## config.mk

```make
export PLATFORM = sky130hd
export DESIGN_NAME = err_aggr_top
export DESIGN_NICKNAME = d
export VERILOG_FILES = /design/src/rtl/err_aggr_pkg.sv /design/src/rtl/err_aggr_ctrl.sv /design/src/rtl/err_aggr_datapath.sv /design/src/rtl/err_aggr_top.sv
export SDC_FILE = /design/constraint.sdc
export NUM_CORES = 1
export LEC_CHECK = 0
export ABC_CLOCK_PERIOD_IN_PS = 5970
export BUFFER_PORTS_ARGS = -buffer_cell sky130_fd_sc_hd__clkbuf_2
export CELL_PAD_IN_SITES_DETAIL_PLACEMENT = 0
export CELL_PAD_IN_SITES_GLOBAL_PLACEMENT = 1
export CORE_MARGIN = 1
export CORE_UTILIZATION = 25
export CTS_CLUSTER_DIAMETER = 40
export CTS_CLUSTER_SIZE = 12
export DETAILED_ROUTE_END_ITERATION = 7
export GPL_TIMING_DRIVEN = 0
export PLACE_DENSITY = 0.55
export RECOVER_POWER = 25
export SYNTH_ARGS = -nofsm -noshare
export SYNTH_HDL_FRONTEND = slang
export SYNTH_SLANG_ARGS = --single-unit
export TNS_END_PERCENT = 50
```

## constraint.sdc

```tcl
create_clock -name clk -period 5.97 [get_ports clk]
set_input_delay 0.2985 -clock clk [delete_from_list [all_inputs] [get_ports clk]]
set_output_delay 0.2985 -clock clk [all_outputs]
set_load 0.05 [all_outputs]
```

## src/rtl/err_aggr_pkg.sv

```systemverilog
package err_aggr_pkg;

  typedef enum logic [2:0] {
    SEL_NONE,
    SEL_PIN,
    SEL_IRQ,
    SEL_LOST,
    SEL_HIST
  } regSel_e;

  localparam int IDX_W = 8;

  // strobes passed from control to datapath
  typedef struct packed {
    logic             wrStb;
    logic             rdStb;
    regSel_e          sel;
    logic [IDX_W-1:0] wordIdx;
    logic             keyOk;
  } ctrlStrb_t;

endpackage

```

## src/rtl/err_aggr_ctrl.sv

```systemverilog
module err_aggr_ctrl
  import err_aggr_pkg::*;
#(
  parameter int ADDR_W   = 4,
  parameter int DW       = 32,
  parameter int LO_WORDS = 2,
  parameter int HI_WORDS = 2,
  parameter int KEY_VAL  = 5
) (
  input  logic              clk,
  input  logic              rstN,
  input  logic              wrEn,
  input  logic              rdEn,
  input  logic [ADDR_W-1:0] addr,
  input  logic [DW-1:0]     wdata,
  input  logic              pinCause,
  output ctrlStrb_t         strb,
  output logic              pinActive
);

  localparam int IRQ_BASE  = LO_WORDS;
  localparam int LOST_BASE = 2 * LO_WORDS;
  localparam int HIST_BASE = 3 * LO_WORDS;
  localparam int KEY_ADDR  = 3 * LO_WORDS + HI_WORDS;

  int a;

  always_comb begin
    a            = int'(addr);
    strb         = '0;
    strb.wrStb   = wrEn;
    strb.rdStb   = rdEn;
    strb.sel     = SEL_NONE;
    strb.wordIdx = '0;

    if (a < IRQ_BASE) begin
      strb.sel     = SEL_PIN;
      strb.wordIdx = IDX_W'(a);
    end else if (a < LOST_BASE) begin
      strb.sel     = SEL_IRQ;
      strb.wordIdx = IDX_W'(a - IRQ_BASE);
    end else if (a < HIST_BASE) begin
      strb.sel     = SEL_LOST;
      strb.wordIdx = IDX_W'(a - LOST_BASE);
    end else if (a < KEY_ADDR) begin
      strb.sel     = SEL_HIST;
      strb.wordIdx = IDX_W'(a - HIST_BASE);
    end

    strb.keyOk = wrEn && (a == KEY_ADDR) && (wdata == DW'(KEY_VAL));
  end

  // pin latch: a cause sets it, a key releases it only when no cause remains
  always_ff @(posedge clk) begin
    if (!rstN)
      pinActive <= 1'b0;
    else if (pinCause)
      pinActive <= 1'b1;
    else if (strb.keyOk)
      pinActive <= 1'b0;
  end


  pin_hold_chk: assert property (@(posedge clk) disable iff (!rstN)
    (pinActive && !strb.keyOk) |=> pinActive);


  key_block_chk: assert property (@(posedge clk) disable iff (!rstN)
    pinCause |=> pinActive);

endmodule

```

## src/rtl/err_aggr_datapath.sv

```systemverilog
module err_aggr_datapath
  import err_aggr_pkg::*;
#(
  parameter int DW       = 32,
  parameter int LO_WORDS = 2,
  parameter int HI_WORDS = 2,
  localparam int NLO     = DW * LO_WORDS,
  localparam int NHI     = DW * HI_WORDS
) (
  input  logic           clk,
  input  logic           rstN,
  input  ctrlStrb_t      strb,
  input  logic [DW-1:0]  wdata,
  input  logic [NLO-1:0] loEvent,
  input  logic [NHI-1:0] hiEvent,
  output logic [DW-1:0]  rdata,
  output logic           pinCause,
  output logic           irq
);

  logic [DW-1:0] pinEn  [LO_WORDS];
  logic [DW-1:0] irqEn  [LO_WORDS];
  logic [DW-1:0] loFlag [LO_WORDS];
  logic [DW-1:0] hiFlag [HI_WORDS];

  logic [NLO-1:0] loFlagV, pinEnV, irqEnV;
  logic [NHI-1:0] hiFlagV;
  logic [DW-1:0]  rdMux;

  for (genvar w = 0; w < LO_WORDS; w++) begin : g_lo
    logic hitW;
    logic [DW-1:0] clrMask;

    assign hitW    = strb.wrStb && (strb.wordIdx == IDX_W'(w));
    assign clrMask = (hitW && strb.sel == SEL_LOST) ? wdata : '0;

    always_ff @(posedge clk) begin
      if (!rstN) begin
        pinEn[w]  <= '0;
        irqEn[w]  <= '0;
        loFlag[w] <= '0;
      end else begin
        if (hitW && strb.sel == SEL_PIN) pinEn[w] <= wdata;
        if (hitW && strb.sel == SEL_IRQ) irqEn[w] <= wdata;
        // a new event wins over a clear of the same bit
        loFlag[w] <= (loFlag[w] & ~clrMask) | loEvent[w*DW +: DW];
      end
    end

    assign loFlagV[w*DW +: DW] = loFlag[w];
    assign pinEnV[w*DW +: DW]  = pinEn[w];
    assign irqEnV[w*DW +: DW]  = irqEn[w];
  end

  for (genvar w = 0; w < HI_WORDS; w++) begin : g_hi
    logic [DW-1:0] clrMask;

    assign clrMask = (strb.wrStb && strb.sel == SEL_HIST &&
                      strb.wordIdx == IDX_W'(w)) ? wdata : '0;

    always_ff @(posedge clk) begin
      if (!rstN) hiFlag[w] <= '0;
      else       hiFlag[w] <= (hiFlag[w] & ~clrMask) | hiEvent[w*DW +: DW];
    end

    assign hiFlagV[w*DW +: DW] = hiFlag[w];
  end

  assign pinCause = (|(loFlagV & pinEnV)) || (|hiFlagV);
  assign irq      = |(loFlagV & irqEnV);

  always_comb begin
    rdMux = '0;
    for (int w = 0; w < LO_WORDS; w++) begin
      if (strb.wordIdx == IDX_W'(w)) begin
        if (strb.sel == SEL_PIN)  rdMux = pinEn[w];
        if (strb.sel == SEL_IRQ)  rdMux = irqEn[w];
        if (strb.sel == SEL_LOST) rdMux = loFlag[w];
      end
    end
    for (int w = 0; w < HI_WORDS; w++) begin
      if (strb.wordIdx == IDX_W'(w) && strb.sel == SEL_HIST) rdMux = hiFlag[w];
    end
  end

  always_ff @(posedge clk) begin
    if (!rstN)           rdata <= '0;
    else if (strb.rdStb) rdata <= rdMux;
  end


  lo_set_chk: assert property (@(posedge clk) disable iff (!rstN)
    (|loEvent) |=> ((loFlagV & $past(loEvent)) == $past(loEvent)));


  hi_set_chk: assert property (@(posedge clk) disable iff (!rstN)
    (|hiEvent) |=> ((hiFlagV & $past(hiEvent)) == $past(hiEvent)));


  irq_follow_chk: assert property (@(posedge clk) disable iff (!rstN)
    ((|(loEvent & irqEnV)) && !(strb.wrStb && strb.sel == SEL_IRQ)) |=> irq);


  hi_cause_chk: assert property (@(posedge clk) disable iff (!rstN)
    (|hiEvent) |=> pinCause);

endmodule

```

## src/rtl/err_aggr_top.sv

```systemverilog
module err_aggr_top
  import err_aggr_pkg::*;
#(
  parameter int ADDR_W   = 4,
  parameter int DW       = 32,
  parameter int LO_WORDS = 2,
  parameter int HI_WORDS = 2,
  parameter int KEY_VAL  = 5,
  localparam int NLO     = DW * LO_WORDS,
  localparam int NHI     = DW * HI_WORDS
) (
  input  logic              clk,
  input  logic              rstN,
  input  logic [NLO-1:0]    loEvent,
  input  logic [NHI-1:0]    hiEvent,
  input  logic              wrEn,
  input  logic              rdEn,
  input  logic [ADDR_W-1:0] addr,
  input  logic [DW-1:0]     wdata,
  output logic [DW-1:0]     rdata,
  output logic              errPinN,
  output logic              irq
);

  ctrlStrb_t strb;
  logic      pinCause;
  logic      pinActive;

  err_aggr_ctrl #(
    .ADDR_W(ADDR_W), .DW(DW), .LO_WORDS(LO_WORDS),
    .HI_WORDS(HI_WORDS), .KEY_VAL(KEY_VAL)
  ) u_ctrl (
    .clk(clk), .rstN(rstN), .wrEn(wrEn), .rdEn(rdEn), .addr(addr),
    .wdata(wdata), .pinCause(pinCause), .strb(strb), .pinActive(pinActive)
  );

  err_aggr_datapath #(
    .DW(DW), .LO_WORDS(LO_WORDS), .HI_WORDS(HI_WORDS)
  ) u_dp (
    .clk(clk), .rstN(rstN), .strb(strb), .wdata(wdata),
    .loEvent(loEvent), .hiEvent(hiEvent), .rdata(rdata),
    .pinCause(pinCause), .irq(irq)
  );

  assign errPinN = ~pinActive;

endmodule

```

==> flow_summary.ini <==
[route]
wl_per_cell_um = 31.8
drc = 0
avgViaCountPerCell = 5.60
ant_nets = 0
wl_um = 80400
drt_iter0_markers = 1426
via_count = 14139
dr.pass1.iters = 5

[setup_path]
cp_slowest_cell = o21ai_4
crit_family = buffers and inverters
path_cells = clkbuf_1 > clkbuf_1 > inv_1 > ha_1 > ha_1 > clkbuf_1 > nor3_1 > clkbuf_1 > buf_1 > clkbuf_1 > nand2_1 > o21ai_4 > buf_16
reg2reg_from = u_dp.loFlag[1][7]$_SDFF_PN0_
cp.depth = 13
cp_max_fo = 17
cp-end-kind = flip-flop
cp.required_ns = 6.29
start_kind = primary input
crit_path_frequent_cell = clkbuf_1
path_buf_inv = 8
r2r-end = u_ctrl.pinActive$_SDFFE_PN0P_
arrival_ns = 4.97
r2r_cells = 5
critPathMaxStageDelay_ns = 0.70
path_class = in -> reg
r2r_slack_ns = 3.53

[sta]
finalMaxSlewViolations = 0
rsz0062_at_grt = no
worst_slack_ns = 1.32
min_period_over_period = 0.779
clock.fmax_mhz = 215
tns_ns = 0
relSlewSlack = 0.0743
setup_viol = 0
min_period_ns = 4.65
hold_viol = 0
finClkSkew_ns = 0.0262
tightest_slew_ns = 1.38

[synthesis]
ys_async_sr_fraction = 0
synth_edf_count = 128
synth.top_cell.area_share = 0.278
syn-cell-area_mm2 = 0.0138
yosysWarnings = 0
syn_area_per_cell_um2 = 9.97
ys.flop_type = dfxtp_1
syn_inst = 1385
synth_fp_nets = 1557
yosysTopAreaCell = edfxtp_1
yosys_register_bits = 289
synth_area_leaders = edfxtp_1 28%, dfxtp_1 23%, and2_1 5.8%, o21a_1 3.5%, a21boi_0 2.9%
synth_cell_type_count = 58
synth_seq_area_share = 0.512

[worst_hold_path]
worstHoldStart = wdata[13]
holdPathEnd = u_dp.hiFlag[1][13]$_SDFF_PN0_
min_path_cells = 2
hold_path.class = in -> reg

[global_route]
grtUsageTotal = 0.282
grt_max_degree = 20
grt_first_pass_wirelength_um = 110000
antenna_found_initial = 4
grt_pass1_vias = 13780
grt-ovfl-total = 0

[outcome]
status = complete, no violations

[power]
clock_power_share = 0.521
power_frac_comb = 0.116
p_int_mw = 4.67
leakage_nw = 7.17
p_switching_mw = 1.89
power.density_mw_per_mm2 = 344
seq_power_share = 0.363
switching_share = 0.288
ir_worst_vdd_mv = 0.220

[clock_tree]
cts-htree-levels = 2
cts_tree = yes
cts_setup_buffers = 0
cts_made_buffers = 59
clk_pin_slew_worst_paths_ns = 0.05
clock_latency_ns = 0.63
root_buffer = clkbuf_16
ctsLongestPathBuffers = 3
clock-sinks = 289

[placed_design]
portBuffers = 199
gp_routability_congestion = 0.994
pre_cts_ws_ns = 1.48
place_hpwl_um = 60900

[layout]
drive_gt1_frac = 0.160
final_nets = 1949
final_util = 0.351
syn_to_final_growth_pct = 38.0

[job]
cap_violations = 0

[floorplanning]
coreArea_mm2 = 0.0542
die_w_um = 237
dieArea_mm2 = 0.0562
start_util = 0.255
die_y_um = 237
ios = 202
rows = 85
power by group through the flow:
stage	logic (mW)	clock network, mW	registers, mW
final	0.758	3.42	2.38
after global routing	0.793	3.53	2.38
after CTS	0.755	3.44	2.37
after detailed placement	0.686	0	2.41
after global placement	0.668	0	2.42
after floorplan	0.302	0	2.36
placed cells by master (no fill, tap or decap), drive strengths merged, types with 30 or more instances in the layout:
| master | netlist | final |
|---|---|---|
| o311a | 30 | 30 |
| clkbuf | 90 | 367 |
| a221oi | 30 | 30 |
| a211oi | 32 | 32 |
| dfxtp | 161 | 161 |
| nor2 | 83 | 83 |
| o21ai | 54 | 54 |
| nor4 | 55 | 55 |
| dlygate4sd3 | 0 | 128 |
| inv | 38 | 47 |
| edfxtp | 128 | 128 |
| and2 | 129 | 129 |
| a31oi | 49 | 49 |
| a21boi | 64 | 64 |
| a21oi | 49 | 49 |
| nand2 | 80 | 80 |
| o21a | 64 | 64 |
cell usage after synthesis, drive strengths merged, types with 2 or more instances:
library cell / instances
dfxtp: 161
and2: 129
edfxtp: 128
clkbuf: 90
nor2: 83
nand2: 80
a21boi: 64
o21a: 64
nor4: 55
o21ai: 54
a21oi: 49
a31oi: 49
inv: 38
a211oi: 32
a221oi: 30
o311a: 30
a22o: 28
o22ai: 25
buf: 22
nand3: 21
and3: 20
o2111ai: 17
o31a: 16
nand4: 15
a2111oi: 14
nor3: 13
o221ai: 9
a22oi: 8
o211ai: 8
nor4b: 5
ha: 4
or4: 4
or4b: 3
nand4b: 2
nor2b: 2
or2: 2
logic make-up after synthesis:
logic type | after synthesis | share of synthesized area
AO/OA/AOI/OAI | 503 | 0.265
adder cells (fa/ha/maj) | 4 | 0.00362
buffers and inverters | 150 | 0.0444
flip-flops | 289 | 0.512
AND/OR/NAND/NOR | 439 | 0.175
stage by stage:
step / std cells / hold slack, ns / total power, mW / instance area (µm²)
after floorplan: 1385 / 0.399 / 2.66 / 13800
after global placement: 2280 / 0.492 / 3.08 / 15700
after detailed placement: 2284 / 0.495 / 3.09 / 15800
after CTS: 2524 / 0.0627 / 6.57 / 19200
after global routing: 2524 / 0.0818 / 6.70 / 19100
final: 2525 / 0.0633 / 6.56 / 19100
per-layer routing:
layer	up-vias	GRT usage	wire, µm
met3	134	0.0417	5530
met5	-	0	0
li1	6128	-	-
met4	0	0.116	3290
met1	7166	0.383	35200
met2	711	0.447	36400
worst register-to-register path, stage by stage, from the launching register on:
cell and delay [ns]:
dfxtp_1 0.48, a22o_1 0.36, a221oi_1 0.39, nand4_1 0.35
nor4_1 0.59, a31oi_1 0.14
registers in the layout, indices dropped and copies added (netlist names):
name / count
u_ctrl.pinActive: 1
u_dp.irqEn: 64
u_dp.hiFlag: 64
u_dp.pinEn: 64
u_dp.loFlag: 64
u_dp.rdata: 32
final cells by class:
class                           count  area [µm²]
Inverter                           38         143
Fill cell                        5598       35200
Clock inverter                     43         479
Clock buffer                       69        1570
Antenna cell                        1        2.50
Buffer                            112         447
Multi-Input combinational cell    946        6140
Sequential cell                   289        7070
Tap cell                          696         871
Timing Repair Buffer              331        2340
timing repair:
action | CTS | global route
endpoints found under the hold margin | 128 | 0
hold buffers | 128 | 0
resized for setup | 0 | 0
how the worst max path moves through the flow:
| stage | slack, ns | endpoint | start |
|---|---|---|---|
| CTS | 2.11 | u_dp.irqEn[0][24]$_SDFFCE_PN0P_ | addr[2] |
| finish | 1.32 | u_dp.irqEn[0][5]$_SDFFCE_PN0P_ | addr[2] |
| floorplan | 1.14 | u_dp.irqEn[0][0]$_SDFFCE_PN0P_ | addr[2] |
| global route | 1.19 | u_dp.irqEn[0][5]$_SDFFCE_PN0P_ | addr[2] |
| global placement | -1.94 | u_dp.pinEn[1][26]$_SDFFCE_PN0P_ | addr[2] |
| detailed placement | 1.48 | u_dp.irqEn[0][4]$_SDFFCE_PN0P_ | addr[2] |
Note: power is estimated with default switching activity, not from simulation.
